**src/rtl/ushj_pkg.sv**
```systemverilog
package ushj_pkg;

    // Operation picked by the load control on each edge
    typedef enum logic {
        MODE_LOAD  = 1'b0,
        MODE_SHIFT = 1'b1
    } ushj_mode_e;

    // Stage-0 entry action, encoded as {j, kn}
    typedef enum logic [1:0] {
        ENTRY_CLEAR  = 2'b00,
        ENTRY_HOLD   = 2'b01,
        ENTRY_TOGGLE = 2'b10,
        ENTRY_SET    = 2'b11
    } ushj_entry_e;

endpackage

```
**src/rtl/ushj_mode_dec.sv**
```systemverilog
module ushj_mode_dec
    import ushj_pkg::*;
(
    input  logic       par_load_n,
    output ushj_mode_e mode
);
    always_comb begin
        mode = par_load_n ? MODE_SHIFT : MODE_LOAD;
    end
endmodule

```
**src/rtl/ushj_entry.sv**
```systemverilog
module ushj_entry
    import ushj_pkg::*;
(
    input  logic ser_j,
    input  logic ser_kn,
    input  logic stage0_q,
    output logic stage0_shift_d
);
    ushj_entry_e action;

    always_comb begin
        action = ushj_entry_e'({ser_j, ser_kn});
        unique case (action)
            ENTRY_CLEAR:  stage0_shift_d = 1'b0;
            ENTRY_HOLD:   stage0_shift_d = stage0_q;
            ENTRY_TOGGLE: stage0_shift_d = ~stage0_q;
            ENTRY_SET:    stage0_shift_d = 1'b1;
            default:      stage0_shift_d = stage0_q;
        endcase
    end
endmodule

```
**src/rtl/ushj_stage_mux.sv**
```systemverilog
module ushj_stage_mux
    import ushj_pkg::*;
(
    input  ushj_mode_e mode,
    input  logic       load_bit,
    input  logic       shift_bit,
    output logic       next_bit
);
    always_comb begin
        next_bit = (mode == MODE_LOAD) ? load_bit : shift_bit;
    end
endmodule

```
**src/rtl/ushj_top.sv**
```systemverilog
module ushj_top
    import ushj_pkg::*;
#(
    parameter int WIDTH = 4
) (
    input  logic             clk,
    input  logic             rst_n,
    input  logic             par_load_n,
    input  logic             ser_j,
    input  logic             ser_kn,
    input  logic [WIDTH-1:0] par_in,
    output logic [WIDTH-1:0] q_out,
    output logic             q_last_n
);
    localparam int LAST = WIDTH - 1;

    typedef struct packed {
        logic [WIDTH-1:0] stages;
    } state_t;

    state_t           state_d;
    state_t           state_q;
    ushj_mode_e       mode;
    logic             entry_bit;
    logic [WIDTH-1:0] shift_src;
    logic [WIDTH-1:0] stage_next;

    ushj_mode_dec u_mode (
        .par_load_n (par_load_n),
        .mode       (mode)
    );

    ushj_entry u_entry (
        .ser_j          (ser_j),
        .ser_kn         (ser_kn),
        .stage0_q       (state_q.stages[0]),
        .stage0_shift_d (entry_bit)
    );

    // Source each stage would take during a shift
    always_comb begin
        shift_src = {state_q.stages[LAST-1:0], entry_bit};
    end

    for (genvar n = 0; n < WIDTH; n++) begin : g_stage
        ushj_stage_mux u_mux (
            .mode      (mode),
            .load_bit  (par_in[n]),
            .shift_bit (shift_src[n]),
            .next_bit  (stage_next[n])
        );
    end

    always_comb begin
        state_d        = state_q;
        state_d.stages = stage_next;
    end

    always_ff @(posedge clk or negedge rst_n) begin
        if (!rst_n) begin
            state_q <= '0;
        end else begin
            state_q <= state_d;
        end
    end

    assign q_out    = state_q.stages;
    assign q_last_n = ~state_q.stages[LAST];

endmodule

```
**config.mk**
```make
export PLATFORM = sky130hd
export DESIGN_NAME = ushj_top
export DESIGN_NICKNAME = d
export VERILOG_FILES = /design/src/rtl/ushj_pkg.sv /design/src/rtl/ushj_mode_dec.sv /design/src/rtl/ushj_entry.sv /design/src/rtl/ushj_stage_mux.sv /design/src/rtl/ushj_top.sv
export SDC_FILE = /design/constraint.sdc
export NUM_CORES = 1
export LEC_CHECK = 0
export BUFFER_PORTS_ARGS = -buffer_cell sky130_fd_sc_hd__buf_2
export CELL_PAD_IN_SITES_DETAIL_PLACEMENT = 2
export CELL_PAD_IN_SITES_GLOBAL_PLACEMENT = 2
export CORE_AREA = 2 2 39 41
export CTS_CLUSTER_DIAMETER = 30
export DETAILED_ROUTE_END_ITERATION = 10
export DIE_AREA = 0 0 41 43
export PLACE_DENSITY = 0.58
export SLEW_MARGIN = 40
export SYNTH_ARGS = -nofsm -noshare
export SYNTH_HDL_FRONTEND = slang
export SYNTH_SLANG_ARGS = --single-unit
```
**constraint.sdc**
```tcl
create_clock -name clk -period 2 [get_ports clk]
set_input_delay 0.3 -clock clk [delete_from_list [all_inputs] [get_ports clk]]
set_output_delay 0.3 -clock clk [all_outputs]
set_load 0.1 [all_outputs]
```
==> results_dict.tcl, run 1 <==
set metrics [dict create \
    finalMaxSlewViolations 0 \
    worst_hold_slack_ps 292 \
    grt_overflow 0 \
    grt_pass1_vias 196 \
    fp.coreArea_um2 1380 \
    syn_nets 23 \
    die_w_um 41 \
    synth.distinct_cells 7 \
    rows 14 \
    num_io_pins 14 \
    drt_iter0_drc 1 \
    drc 0 \
    dieArea_um2 1760 \
    grt_max_degree 6 \
    rsz0062_at_grt "no" \
    post-cts-setup-buffers 0 \
    final-hold-violation-count 0 \
    track_usage_pct 8.16 \
    ctsResizeCount 0 \
    critical_path_class "reg2out" \
    via_per_inst 3.77 \
    maxCapViolCount 0 \
    ir_worst_vdd_mv 0.390 \
    dr.pass1.iters 2 \
    crit_path_start_kind "flip-flop" \
    routedWlPerCell_um 11.5 \
    clock_skew_ps 1.16 \
    syn_to_final_growth_pct 53.1 \
    seq_area_frac_synth_pct 55.9 \
    synth-seq-cells 4 \
    cp_slowest_cell "buf_2" \
    nFillCells 160 \
    met3_length_um 95 \
    cts_root_buffer "clkbuf_4" \
    worst_pin_slew_ps 491 \
    slowest_delay_ps 410 \
    critPathMaxFanout 2 \
    largest_register_ffs 4 \
    outcome "completed" \
    gp_congestion 0.582 \
    synthesis.area_um2 179 \
    cp_data_required_time_ps 1700 \
    wirelength_um 507 \
    drive_gt1_share_pct 67.9 \
    crit_arrival_ps 1080 \
    htree_levels 1 \
    yosys_warnings 0 \
    clock-sinks 4 \
    fin_tns_setup_ps 0 \
    cts_tree "built" \
    dr.max_layer_used "met4" \
    grt_pass1_wl_um 786 \
    nets 39 \
    syn_area_per_cell_um2 12.8 \
    setup_viol 0 \
    io_buffers 13 \
    final_common_cell "buf_2" \
    die_h_um 43 \
    end_kind "primary output" \
    fin_crit_sh_pct 68.9 \
    path_cells "inv_1 -> buf_2" \
    route.met2.wl_um 224 \
    m1WireLength_um 169 \
    antenna_found_initial 0 \
    layout_common_cells "13 x buf_2, 4 x dfrtp_1, 3 x mux2_2, 3 x clkbuf_4" \
    p_leak_uw 0.000141 \
    min_period_ps 1380 \
    hp-class "in2reg" \
    antenna_cells 0 \
    vias 166 \
    powerDensity_nw_per_um2 1130 \
    antenna_left 0 \
    slew_headroom_pct 67.5 \
    start_util_pct 12.9 \
    cts_inserted_buffers 3 \
    cts_buffer_depth 2 \
    clk_latency_ps 240 \
    ctsHoldBuffers 1 \
    netlist_instances 14 \
    max_freq_mhz 725 \
    path_clk_slew_ps 40 \
]
-- cell families (layout without fill, tap and decap cells) --
group	count (synthesis)	in the layout	share of synthesized area, %
and+or+nand+nor	1	1	2.10
buffers and inverters	4	18	14.7
AOI/OAI and AO/OA	1	1	2.79
DFF	4	4	55.9
muxes	4	4	24.5
-- cell type report --
class | count | area, um2 | area share [%]
Timing Repair Buffer | 14 | 75.1 | 27.4
Multi-Input combinational cell | 6 | 52.6 | 19.2
Sequential cell | 4 | 100 | 36.5
Clock buffer | 3 | 22.5 | 8.22
Inverter | 1 | 3.75 | 1.37
Tap cell | 16 | 20.0 | 7.31
-- power breakdown --
group          internal, uW  switching, uW  leakage, uW  total (uW)
clock                  67.5           39.2    0.0000138         107
combinational          21.0           87.7    0.0000817         109
sequential             89.3           4.43    0.0000460        93.7
-- metrics by stage --
step | cells | total power (uW) | util (%) | cell area, um2 | worst slack [ps]
2_1_floorplan | 14 | 188 | - | 179 | 138
3_3_place_gp | 40 | 200 | 17.5 | 241 | 899
3_5_place_dp | 40 | 203 | 17.5 | 241 | 869
4_1_cts | 44 | 316 | 19.8 | 274 | 605
5_1_grt | 44 | 329 | 19.8 | 274 | 572
6_report | 44 | 309 | 19.8 | 274 | 621
-- worst max-delay path, delay by kind of cell (launching register included) --
family   cells  cell delay [ps]
buf+inv      2              470
flops        1              370
-- final timing paths --
kind	startpoint	end	slack, ps	cells past startpoint
worst max-delay path	q_out[3]	q_last_n	620	2
worst min-delay path	par_in[1]	q_out[1]	290	2
worst max register to register	q_out[0]	q_out[0]	1230	2
worst min register to register	q_out[1]	q_out[2]	510	1
max in group asynchronous	rst_n	q_out[1]	1490	2
min in group asynchronous	rst_n	q_out[3]	390	2
-- metal layers --
metal | vias to the layer above | global-route usage, %
met3 | 3 | 8.38
met2 | 17 | 11.6
met1 | 75 | 5.19
li1 | 71 | -
met4 | 0 | 8.00
met5 | - | 0
-- cell usage after synthesis --
master / number / area, um2
mux2i_1: 1 / 10.0
mux2_2: 3 / 33.8
buf_4: 3 / 22.5
nor2_1: 1 / 3.75
a21oi_1: 1 / 5.00
dfrtp_1: 4 / 100
inv_1: 1 / 3.75
(Power assumes the default switching activity.)
==> inputs of run 2 (changes only) <==
Settings changed: ABC_AREA set to 1, PLACE_DENSITY 0.58 to 0.66.
Clock period 2 ns to 1.35 ns, I/O delays scaled along.
==> results_dict.tcl, run 2 <==
set metrics [dict create \
    path_buf_inv 1 \
    cts_root_buffer "clkbuf_4" \
    syn_to_final_growth_pct 70.8 \
    synthMuxAreaShare_pct 0 \
    yosys_warnings 0 \
    grt_pass1_wl_um 917 \
    antenna_found_initial 0 \
    start_util_pct 13.9 \
    dr.pass1.iters 1 \
    drt_iter0_drc 0 \
    clock_skew_ps 5.67 \
    gp_congestion 0.645 \
    dieArea_um2 1760 \
    synthAdderAreaFrac_pct 0 \
    netlist_instances 25 \
    antenna_left 0 \
    cts_buffer_depth 2 \
    synth_compound_area_share_pct 2.60 \
    synth.area.top_cells "dfrtp_1 52%, nand2_1 21%, buf_4 12%" \
    yosysMostFrequentCell "nand2_1" \
    die_h_um 43 \
    antenna_cells 0 \
    r2r_slack_ps 600 \
    track_usage_pct 8.25 \
    largest_register_ffs 4 \
    yosys.area.top_type "dfrtp_1" \
    combPwrFrac_pct 36.4 \
    placed_area_um2 293 \
    p_leak_uw 0.000183 \
    max_freq_mhz 822 \
    swShare_pct 40.2 \
    setup_viol 0 \
    worst_pin_slew_ps 487 \
    slew_headroom_pct 67.8 \
    path_cells "buf_2" \
    synth_xor_xnor_area_share_pct 0 \
    cp_data_required_time_ps 1150 \
    path_clk_slew_ps 40 \
    grt_overflow 0 \
    final-hold-violation-count 0 \
    finalMaxSlewViolations 0 \
    maxCapViolCount 0 \
    cts_tree "built" \
    clock-sinks 4 \
    synth_simple_gate_area_share_pct 24.0 \
    syn_nets 34 \
    ir_worst_vdd_mv 0.527 \
    grt_pass1_vias 229 \
    htree_levels 1 \
    path_delay_family "buffers and inverters" \
    nets 50 \
    post-cts-setup-buffers 0 \
    slowest_delay_ps 430 \
    crit_path_start_kind "flip-flop" \
    fin_area_um2 329 \
    synth.distinct_cells 7 \
    rows 14 \
    dpl.hpwl_um 407 \
    clockPowerShare_pct 34.2 \
    drive_gt1_share_pct 47.5 \
    synth-seq-cells 4 \
    finalNonFillerCells 56 \
    min_period_ps 1220 \
    critical_path_class "reg2out" \
    clk_latency_ps 240 \
    outcome "completed" \
    p_switching_uw 194 \
    cp_slowest_cell "buf_2" \
    io_buffers 13 \
    power_uw 484 \
    yosys-top-cells-count "11 x nand2_1, 4 x dfrtp_1, 4 x inv_1, 3 x buf_4" \
    vias 199 \
    seq_area_frac_synth_pct 51.9 \
    crit_arrival_ps 1010 \
    p_int_uw 290 \
    syn_area_per_cell_um2 7.71 \
    dp.cells 51 \
    end_kind "primary output" \
    fin_tns_setup_ps 0 \
    synth_top_area_share_pct 51.9 \
    via_per_inst 3.55 \
    fin_crit_sh_pct 90.1 \
    synth-edff-count 0 \
    routedWlPerCell_um 9.27 \
    setup_ws_ps 134 \
    critPathMaxFanout 3 \
    fp.coreArea_um2 1380 \
    num_io_pins 14 \
    async_reset_ff_share_pct 100 \
    synth-main-ff-cell "dfrtp_1" \
    seq_power_share_pct 29.4 \
    synth_top_family_by_area "simple AND/OR/NAND/NOR gates" \
    drc 0 \
    dpl_worst_slack_ps 372 \
    layout_common_cells "11 x nand2_1, 11 x buf_2, 3 x inv_1, 3 x clkbuf_4, 3 x dfrtp_1" \
    rsz0062_at_grt "no" \
    synthesis.area_um2 193 \
    grt_max_degree 6 \
    hp-class "in2reg" \
    powerDensity_nw_per_um2 1470 \
    cts_inserted_buffers 3 \
    die_w_um 41 \
    wirelength_um 519 \
]
run 2: cell types whose count changed after synthesis:
cell	change
a21oi_1	-1
inv_1	+3
inv_2	+1
mux2_2	-3
mux2i_1	-1
nand2_1	+11
nand3_1	+1
nor2_1	-1
o21ai_1	+1
run 2: path summary, 6_finish.rpt:
check                          start        to  cells after the start
setup reg to reg            q_out[0]  q_out[0]                      4
hold / removal             par_in[2]  q_out[2]                      3
hold reg to reg             q_out[1]  q_out[2]                      2
setup / recovery            q_out[0]  q_out[0]                      1
max in group asynchronous      rst_n  q_out[3]                      2
min in group asynchronous      rst_n  q_out[2]                      2
run 2: layout make-up:
class	instances	area [um2]
Sequential cell	4	104
Timing Repair Buffer	14	105
Fill cell	165	1050
Inverter	5	22.5
Tap cell	16	20.0
Clock buffer	4	26.3
Multi-Input combinational cell	13	51.3
run 2: cells by family (layout without fill, tap and decap cells):
| family | Yosys count | after routing |
|---|---|---|
| simple gates | 12 | 12 |
| buf+inv | 8 | 23 |
| flops | 4 | 4 |
| compound gates | 1 | 1 |
run 2: repair_timing:
item	in CTS	in global routing
gates resized for setup	0	0
hold buffers	1	0
hold endpoints to repair	4	0
run 2: routing by layer:
| layer | vias up | wire (um) | track usage [%] | share of wire, % |
|---|---|---|---|---|
| met5 | - | 0 | 0 | 0 |
| met4 | 0 | 0 | 2.00 | 0 |
| met3 | 0 | 67 | 8.38 | 13 |
| met2 | 14 | 230 | 10.9 | 44 |
| met1 | 85 | 221 | 9.06 | 43 |
| li1 | 100 | - | - | - |
run 2: stage by stage:
stage	utilization [%]	hold slack (ps)
floorplan	-	-93.1
global placement	21.2	17.1
detailed placement	21.2	19.0
CTS	23.8	154
global route	23.8	150
finish	23.8	163
run 2: power groups by stage:
| stage | combinational (uW) | clock (uW) | sequential [uW] |
|---|---|---|---|
| 6_report | 176 | 165 | 142 |
| 3_5_place_dp | 175 | 0 | 145 |
| 3_3_place_gp | 174 | 0 | 144 |
| 5_1_grt | 186 | 194 | 144 |
| 4_1_cts | 179 | 181 | 143 |
| 2_1_floorplan | 116 | 0 | 162 |
